[config.mk]
export PLATFORM = sky130hd
export DESIGN_NAME = sym_fir_filter
export DESIGN_NICKNAME = d
export VERILOG_FILES = /design/src/rtl/sym_fir_pkg.sv /design/src/rtl/fir_fold_line.sv /design/src/rtl/fir_kcm_bank.sv /design/src/rtl/fir_sum_tree.sv /design/src/rtl/sym_fir_filter.sv
export SDC_FILE = /design/constraint.sdc
export NUM_CORES = 1
export LEC_CHECK = 0
export ABC_CLOCK_PERIOD_IN_PS = 3500
export BUFFER_PORTS_ARGS = -buffer_cell sky130_fd_sc_hd__clkbuf_2
export CAP_MARGIN = 5
export CORE_ASPECT_RATIO = 1.25
export CORE_MARGIN = 3
export CORE_UTILIZATION = 45
export CTS_CLUSTER_DIAMETER = 200
export DETAILED_ROUTE_END_ITERATION = 12
export PLACE_DENSITY = 0.72
export SETUP_SLACK_MARGIN = 0.4
export SYNTH_ARGS = -nofsm -noshare
export SYNTH_HDL_FRONTEND = slang
export SYNTH_SLANG_ARGS = --single-unit
[constraint.sdc]
create_clock -name clk -period 3.5 [get_ports clk]
set_clock_uncertainty 0.2 [all_clocks]
set_input_delay 0.525 -clock clk [delete_from_list [all_inputs] [get_ports clk]]
set_output_delay 0.525 -clock clk [all_outputs]
set_load 0.03 [all_outputs]
[src/rtl/sym_fir_pkg.sv]
package sym_fir_pkg;

  typedef enum logic [1:0] {
    FOLD_NONE   = 2'd0,
    FOLD_MIRROR = 2'd1,
    FOLD_NEGATE = 2'd2
  } fold_e;

  function automatic int mult_count(input int taps, input fold_e fold);
    return (fold == FOLD_NONE) ? taps : (taps + 1) / 2;
  endfunction

  function automatic int tree_levels(input int n);
    return (n <= 1) ? 0 : $clog2(n);
  endfunction

endpackage

[src/rtl/fir_fold_line.sv]
module fir_fold_line
  import sym_fir_pkg::*;
#(
  parameter int    TAPS      = 7,
  parameter int    DATA_W    = 8,
  parameter bit    SIGNED_IN = 1'b1,
  parameter fold_e FOLD      = FOLD_MIRROR,
  parameter int    NMUL      = 4,
  parameter int    PW        = DATA_W + 2
) (
  input  logic                 clk,
  input  logic                 rst,
  input  logic                 ce,
  input  logic [DATA_W-1:0]    din,
  output logic signed [PW-1:0] folded [NMUL]
);
  localparam int XW = DATA_W + 1;

  logic signed [XW-1:0] line_q [TAPS];
  logic signed [XW-1:0] din_x;
  logic signed [PW-1:0] fold_d [NMUL];

  generate
    if (SIGNED_IN) begin : g_sext
      assign din_x = {din[DATA_W-1], din};
    end else begin : g_zext
      assign din_x = {1'b0, din};
    end
  endgenerate

  always_ff @(posedge clk) begin
    if (rst) begin
      for (int i = 0; i < TAPS; i++) line_q[i] <= '0;
    end else if (ce) begin
      line_q[0] <= din_x;
      for (int i = 1; i < TAPS; i++) line_q[i] <= line_q[i-1];
    end
  end

  generate
    for (genvar k = 0; k < NMUL; k++) begin : g_fold
      if (FOLD == FOLD_NONE || (2 * k + 1) == TAPS) begin : g_single
        assign fold_d[k] = PW'(line_q[k]);
      end else begin : g_pair
        logic signed [PW-1:0] near_e, far_e;
        assign near_e = PW'(line_q[k]);
        assign far_e  = PW'(line_q[TAPS-1-k]);
        if (FOLD == FOLD_NEGATE) begin : g_sub
          assign fold_d[k] = near_e - far_e;
        end else begin : g_add
          assign fold_d[k] = near_e + far_e;
        end
      end
    end
  endgenerate

  always_ff @(posedge clk) begin
    if (rst) begin
      for (int k = 0; k < NMUL; k++) folded[k] <= '0;
    end else if (ce) begin
      for (int k = 0; k < NMUL; k++) folded[k] <= fold_d[k];
    end
  end

endmodule

[src/rtl/fir_kcm_bank.sv]
module fir_kcm_bank #(
  parameter int                 NMUL   = 4,
  parameter int                 TAPS   = 7,
  parameter int                 PW     = 10,
  parameter int                 COEF_W = 8,
  parameter logic [TAPS*COEF_W-1:0] COEFS = '0,
  parameter int                 PRODW  = PW + COEF_W
) (
  input  logic                    clk,
  input  logic                    rst,
  input  logic                    ce,
  input  logic signed [PW-1:0]    folded [NMUL],
  output logic signed [PRODW-1:0] prod   [NMUL]
);
  logic signed [COEF_W-1:0] coef [NMUL];

  generate
    for (genvar k = 0; k < NMUL; k++) begin : g_coef
      assign coef[k] = $signed(COEFS[k*COEF_W +: COEF_W]);
    end
  endgenerate

  always_ff @(posedge clk) begin
    if (rst) begin
      for (int k = 0; k < NMUL; k++) prod[k] <= '0;
    end else if (ce) begin
      for (int k = 0; k < NMUL; k++) prod[k] <= PRODW'(folded[k]) * PRODW'(coef[k]);
    end
  end

endmodule

[src/rtl/fir_sum_tree.sv]
module fir_sum_tree #(
  parameter int N      = 4,
  parameter int LEVELS = 2,
  parameter int IN_W   = 18,
  parameter int SUM_W  = IN_W + LEVELS
) (
  input  logic                   clk,
  input  logic                   rst,
  input  logic                   ce,
  input  logic signed [IN_W-1:0] terms [N],
  output logic signed [SUM_W-1:0] total
);
  localparam int NPAD = 1 << LEVELS;

  generate
    if (LEVELS == 0) begin : g_flat
      assign total = SUM_W'(terms[0]);
    end else begin : g_tree
      logic signed [SUM_W-1:0] leaf   [NPAD];
      logic signed [SUM_W-1:0] node_d [NPAD-1];
      logic signed [SUM_W-1:0] node_q [NPAD-1];

      for (genvar i = 0; i < NPAD; i++) begin : g_leaf
        if (i < N) begin : g_used
          assign leaf[i] = SUM_W'(terms[i]);
        end else begin : g_pad
          assign leaf[i] = '0;
        end
      end

      for (genvar i = 0; i < NPAD - 1; i++) begin : g_node
        localparam int LC = 2 * i + 1;
        if (LC >= NPAD - 1) begin : g_from_leaf
          assign node_d[i] = leaf[LC-NPAD+1] + leaf[LC-NPAD+2];
        end else begin : g_from_node
          assign node_d[i] = node_q[LC] + node_q[LC+1];
        end
      end

      always_ff @(posedge clk) begin
        if (rst) begin
          for (int i = 0; i < NPAD - 1; i++) node_q[i] <= '0;
        end else if (ce) begin
          for (int i = 0; i < NPAD - 1; i++) node_q[i] <= node_d[i];
        end
      end

      assign total = node_q[0];
    end
  endgenerate

endmodule

[src/rtl/sym_fir_filter.sv]
module sym_fir_filter
  import sym_fir_pkg::*;
#(
  parameter int    TAPS      = 7,
  parameter int    DATA_W    = 8,
  parameter int    COEF_W    = 8,
  parameter bit    SIGNED_IN = 1'b1,
  parameter fold_e FOLD      = FOLD_MIRROR,
  parameter logic [TAPS*COEF_W-1:0] COEFS = {8'h00, 8'h00, 8'h00, 8'h40, 8'h20, 8'hF0, 8'h08},
  parameter int    OUT_W     = DATA_W + 2 + COEF_W + tree_levels(mult_count(TAPS, FOLD))
) (
  input  logic              clk,
  input  logic              rst,
  input  logic              ce,
  input  logic [DATA_W-1:0] din,
  output logic [OUT_W-1:0]  dout,
  output logic              dout_valid
);
  localparam int PW     = DATA_W + 2;
  localparam int NMUL   = mult_count(TAPS, FOLD);
  localparam int LEVELS = tree_levels(NMUL);
  localparam int PRODW  = PW + COEF_W;
  localparam int FULL_W = PRODW + LEVELS;
  localparam int LAT    = 3 + LEVELS;
  localparam int FILL   = TAPS + LAT;
  localparam int CNT_W  = $clog2(FILL + 1);

  logic signed [PW-1:0]     folded [NMUL];
  logic signed [PRODW-1:0]  prod   [NMUL];
  logic signed [FULL_W-1:0] total;
  logic [CNT_W-1:0]         fill_q;

  fir_fold_line #(
    .TAPS(TAPS), .DATA_W(DATA_W), .SIGNED_IN(SIGNED_IN),
    .FOLD(FOLD), .NMUL(NMUL), .PW(PW)
  ) u_line (
    .clk(clk), .rst(rst), .ce(ce), .din(din), .folded(folded)
  );

  fir_kcm_bank #(
    .NMUL(NMUL), .TAPS(TAPS), .PW(PW), .COEF_W(COEF_W),
    .COEFS(COEFS), .PRODW(PRODW)
  ) u_mul (
    .clk(clk), .rst(rst), .ce(ce), .folded(folded), .prod(prod)
  );

  fir_sum_tree #(
    .N(NMUL), .LEVELS(LEVELS), .IN_W(PRODW), .SUM_W(FULL_W)
  ) u_tree (
    .clk(clk), .rst(rst), .ce(ce), .terms(prod), .total(total)
  );

  always_ff @(posedge clk) begin
    if (rst) begin
      dout       <= '0;
      dout_valid <= 1'b0;
      fill_q     <= '0;
    end else begin
      dout_valid <= ce && (fill_q >= CNT_W'(FILL - 1));
      if (ce) begin
        dout <= total[FULL_W-1 -: OUT_W];
        if (fill_q < CNT_W'(FILL)) fill_q <= fill_q + 1'b1;
      end
    end
  end

endmodule

### Word level (Yosys, flattened, before mapping)

Memory sizes are Yosys's and may differ from the RTL's. A register that Yosys moved wholly into a read port is not among the register bits.
Cells that the tools add are included.

| cells by class | value |
|---|---|
| add/sub/neg operators | 8 |
| multipliers | 0 |
| div/mod/pow operators | 0 |
| $lt $le $gt $ge | 2 |
| eq/ne operators | 0 |
| shift operators | 0 |
| muxes and demuxes | 15 |
| bitwise gates (word level) | 10 |
| reductions and logical operators | 2 |

Operators by type and width:

| cell | count |
|---|---|
| $mux 9 | 7 |
| $mux 20 | 3 |
| $add 9x9->10 | 3 |
| $add 20x20->20 | 1 |
| $add 13x18->19 | 1 |
| $add 15x15->16 | 1 |
| $neg 10->14 | 1 |
| $or 1x1->1 | 10 |
| $mux 1 | 5 |
| $add 4x1->4 const B | 1 |
| $ge 4x4->1 const B | 1 |
| $lt 4x4->1 const B | 1 |
| $reduce_and 2->1 | 1 |
| $logic_and 1x1->1 | 1 |

| storage, ports and cells | value |
|---|---|
| register bits after elaboration | 87 |
| latch bits | 0 |
| memory bits (writable) | 123 |
| bits in read-only memories | 0 |
| logic and storage cells | 49 |
| memories | 2 |

Memory list:

| name | words | width | read ports | clocked after memory_dff | write ports | line | RTL |
|---|---|---|---|---|---|---|---|
| u_line.line_q | 7 | 9 | 7 | 0 | 7 | fir_fold_line.sv:19 | `logic signed [XW-1:0] line_q [TAPS];` |
| u_tree.g_tree.node_q | 3 | 20 | 3 | 1 | 3 | fir_sum_tree.sv:21 | `logic signed [SUM_W-1:0] node_q [NPAD-1];` |

### Longest topological paths before layout

| depth | value |
|---|---|
| depth after elaboration | 4 |
| gate-level depth with buffers | 8 |

### By module

A second synthesis with hierarchy kept.

| second synthesis, totals | value |
|---|---|
| cells, all modules | 1153 |
| area, all modules | 11964.0 µm² |

By module, submodules not included:

| module | times used | cells each | area an instance (µm²) | seq. area each (µm²) |
|---|---|---|---|---|
| fir_sum_tree | 1 | 482 | 4703.3 | 1741.7 |
| fir_fold_line | 1 | 372 | 4322.9 | 2442.3 |
| fir_kcm_bank | 1 | 212 | 1990.7 | 880.8 |
| sym_fir_filter | 1 | 87 | 947.2 | 500.5 |

### Worst setup path before layout

No wires, ideal clock.

| timing path | value |
|---|---|
| path kind | input to register |
| start point | in ce |
| end point | mem u_line.line_q[0][0] in the netlist's numbering, enable pin |
| library setup time | 0.453 ns |
| arrival | 3.055 ns |
| required time | 2.847 ns |
| slack | -0.208 ns |
| stages | 4 |
| buffers on the path | 2 |
| path through | clkbuf_1 > nor2_1 > clkbuf_1 > inv_1 |

RTL lines:

| element | line | RTL |
|---|---|---|
| start: declaration | sym_fir_filter.sv:14 | `input logic ce,` |
| end: declaration | fir_fold_line.sv:19 |  |

==> qor.txt <==
Mux share of post-synthesis cell area = 0.0707
Post-DP HPWL = 13.3 mm
Total Wirelength = 20.1 mm
I/O Pins = 32
R2r startpoint = u_tree.g_tree.node_q[2][5]
Yosys warnings = 0
Clk pin slew, worst setup/hold paths = 0.06 ns
Number of core rows = 60
Cell Chain, Critical Path = ha_1, fa_1, a21oi_1, o211ai_1, a211oi_1, o31a_1, mux2i_1
Num CTS Buffers = 22
EDFF count, synth = 100
Crit Path Max Fanout = 4
Vias = 6846
Switch share = 0.249
Synthesized area = 9910 µm²
Post-synthesis compound-gate area fraction = 0.109
Die Area = 23900 µm²
Drt wl/cell = 16.1 µm
Avg Cell Area, Syn = 10.6 µm²
Worst endpoint required time = 3.65 ns
Predominant post-synthesis flop cell = dfxtp_1
Core Area = 21600 µm²
Post-route clock period utilization = 0.750
Reg-to-reg setup timing slack = 0.87 ns
H-tree depth = 1
Root Driver = clkbuf_16
Post-route insts no fill = 1248
VDD IR max = 0.000388 V
First-pass GRT wire length = 33.0 mm
Area after DPL = 10300 µm²
Leakage dissipation = 4.89 nW
GPL Wtd Cong = 0.831
Reg power frac = 0.474
Crit. Startpoint = u_tree.g_tree.node_q[2][5]
Yosys reg bits = 202
Setup CP Type = reg2reg
Setup TNS = 0 ns
Post-route cell area = 11100 µm²
HP Class = in2reg
Post-Synth Adder-Cell Area = 0.0916
Final min period = 2.63 ns
Synthesis-to-layout area growth = 11.8%
Fin. max-slew vios = 0
Final hold vios = 0
Post-Synth Simple-Gate Area = 0.163
PortBufs = 28
CTS sink cnt = 202
Post-CTS sizing = 0
Rel. slew slack = 0.403
FF-to-FF path depth = 7
Reg-to-reg endpoint = u_tree.g_tree.node_q[0][17]
Vias in the first global route = 6631
First-iteration detailed-routing DRC count = 396
Residual DRC = 0
Critical Path End = u_tree.g_tree.node_q[0][17]
Cells after Synth = 933
Vias per cell = 5.49
Internal cell power = 0.00435 W
CP peak stage delay = 0.45 ns
Pin count of the biggest net entering global routing = 78
Nets@finish = 1033
Clk pwr share = 0.405
RSZ-0062 raised after global routing = false
Async SR Flop Fraction = 0
Clock Path Buffers = 3
CTS tree = done
Largest family of logic cells by synthesized area = simple AND/OR/NAND/NOR gates
Status = finished, final reports clean
Comb pwr share = 0.121
Register area = 5040 µm²
Synth unique cells = 59
Placed Cells = 1208
Post-CTS setup buffers = 0
Global-route usage over all layers = 0.167
CP max stage cell = a211oi_1
Filler cell count = 1957
# diodes = 0
Final setup viols = 0
CP arrival = 2.78 ns
Clk_lat worst skew = 0.51 ns
Synth Area in XOR/XNOR = 0.0256
Post-DRT Antenna Nets = 0
Share of cells above drive strength 1 = 0.0857
Max-cap viol count = 0
Global route total overflow = 0
Initial Util = 0.459
Die width = 139 µm
Die Y = 172 µm
Hold buffer count at CTS = 0
Crit end category = flop
Seq/Total Area, Yosys = 0.509
Critical path launch point type = flop
Worst-margin pin slew = 0.896 ns
PwrDens = 523 nW/µm²
Initial antenna violation count = 0
Pre-antenna DRT Iters = 5
Multi-input gate area = 4580 µm²
Net Sw Power = 0.00144 W
Fmax = 0.381 GHz
==> flip-flops by register name, indices dropped and copies added (netlist names) <==
register	flops
dout	17
u_line.folded	38
u_tree.g_tree.node_q	44
dout_valid	1
u_line.line_q	56
u_mul.prod	42
fill_q	4
==> metrics by stage <==
step | utilization | total power, W | hold slack [ns] | setup WS [ns]
3_3_place_gp | 0.478 | 0.00348 | 0.235 | 0.970
3_5_place_dp | 0.478 | 0.00349 | 0.240 | 0.898
4_1_cts | 0.513 | 0.00586 | 0.109 | 0.880
2_1_floorplan | - | 0.00332 | 0.224 | 0.431
5_1_grt | 0.513 | 0.00606 | 0.131 | 0.725
6_report | 0.513 | 0.00580 | 0.127 | 0.875
==> critical path: cells and delay by family, from the launching register on <==
family | cells | cell delay [ns]
fa+ha+maj | 2 | 0.65
mux | 1 | 0.18
flops | 1 | 0.37
compound gates | 4 | 1.07
==> synthesized netlist by cell type, types with 2 or more instances <==
cell type | instances | area (µm²)
nor4b_1 | 4 | 35.0
o21bai_1 | 5 | 37.5
or3_1 | 15 | 93.8
a22o_1 | 2 | 17.5
xor2_1 | 12 | 105
o21a_1 | 9 | 67.6
a21o_1 | 17 | 128
edfxtp_1 | 100 | 3000
nand2b_1 | 8 | 50.1
o2bb2a_1 | 2 | 20.0
nor2_1 | 119 | 447
a311oi_1 | 4 | 35.0
nand2_1 | 37 | 139
inv_1 | 30 | 113
nand4_1 | 5 | 31.3
mux2i_1 | 70 | 701
a211oi_1 | 15 | 113
o211ai_1 | 4 | 30.0
a21oi_1 | 41 | 205
nor4_1 | 3 | 18.8
and4b_1 | 3 | 30.0
ha_1 | 63 | 788
nor3_1 | 25 | 125
o21ai_0 | 37 | 185
and3_1 | 55 | 344
nand3b_1 | 8 | 60.1
clkbuf_1 | 36 | 135
nand3_1 | 13 | 65.1
nor2b_1 | 19 | 119
buf_2 | 4 | 20.0
buf_4 | 3 | 22.5
a21boi_0 | 2 | 15.0
a2111o_1 | 3 | 33.8
a31oi_1 | 5 | 31.3
o41ai_1 | 4 | 35.0
buf_1 | 4 | 15.0
o31ai_1 | 2 | 15.0
xnor2_1 | 17 | 149
or4_4 | 2 | 22.5
fa_1 | 6 | 120
dfxtp_1 | 102 | 2040
==> layout by cell type (no fill, tap or decap), drive strengths merged, types with 4 or more instances in the layout <==
cell type,netlist,final
o21ai,37,37
a21oi,41,41
nor2b,19,19
nand4,5,5
or3,15,15
clkbuf,36,55
inv,30,29
nor4b,4,4
nand2b,8,8
o41ai,4,4
a311oi,4,4
a211oi,15,15
xor2,12,12
nor2,119,119
nor3,25,25
buf,11,15
o21a,9,9
edfxtp,100,100
ha,63,63
nand3b,8,8
xnor2,17,17
o211ai,4,4
dfxtp,102,102
and3,55,55
or4,4,4
nand3,13,13
a21o,17,17
nand2,37,37
clkinv,0,8
a31oi,5,5
fa,6,6
mux2i,70,70
o21bai,5,5
==> logic make-up (layout without fill, tap and decap cells) <==
family                     Yosys count  in the layout
AOI/OAI and AO/OA                  164            164
xor gates and xnor gates            29             29
adders and majority gates           69             69
buffers and inverters               77            111
DFF                                202            202
muxes                               70             70
other                                1              3
and+or+nand+nor                    321            321
==> power by group through the flow <==
stage | clock, W | sequential, W | combinational [W]
2_1_floorplan | 0 | 0.00278 | 0.000532
3_3_place_gp | 0 | 0.00279 | 0.000682
3_5_place_dp | 0 | 0.00280 | 0.000695
4_1_cts | 0.00241 | 0.00275 | 0.000703
5_1_grt | 0.00250 | 0.00277 | 0.000784
6_report | 0.00235 | 0.00275 | 0.000699
==> area by class of cell <==
type,instances,share of cell area
Timing Repair Buffer,41,0.0222
Tap cell,279,0.0315
Clock inverter,11,0.0106
Multi-Input combinational cell,656,0.413
Clock buffer,29,0.0567
Sequential cell,202,0.455
Inverter,30,0.0105
==> worst min path at each step <==
stage                                  from                   to  slack [ns]  depth (start not counted)
after detailed placement   u_line.folded[1]     u_line.folded[1]        0.24                          1
after floorplan           u_line.folded[15]    u_line.folded[15]        0.22                          2
after global placement     u_line.folded[3]     u_line.folded[3]        0.23                          1
after CTS                            din[1]  u_line.line_q[0][1]        0.11                          2
after global routing                 din[6]  u_line.line_q[0][6]        0.13                          2
final                                din[1]  u_line.line_q[0][1]        0.13                          2
==> layer usage <==
| layer | GRT usage | vias up | wire length, µm |
|---|---|---|---|
| li1 | - | 3435 | - |
| met1 | 0.209 | 3235 | 9030 |
| met2 | 0.293 | 131 | 9530 |
| met3 | 0.0246 | 45 | 775 |
| met4 | 0.0685 | 0 | 723 |
| met5 | 0 | - | 0 |
No activity file was read; power rests on OpenSTA's default activity.
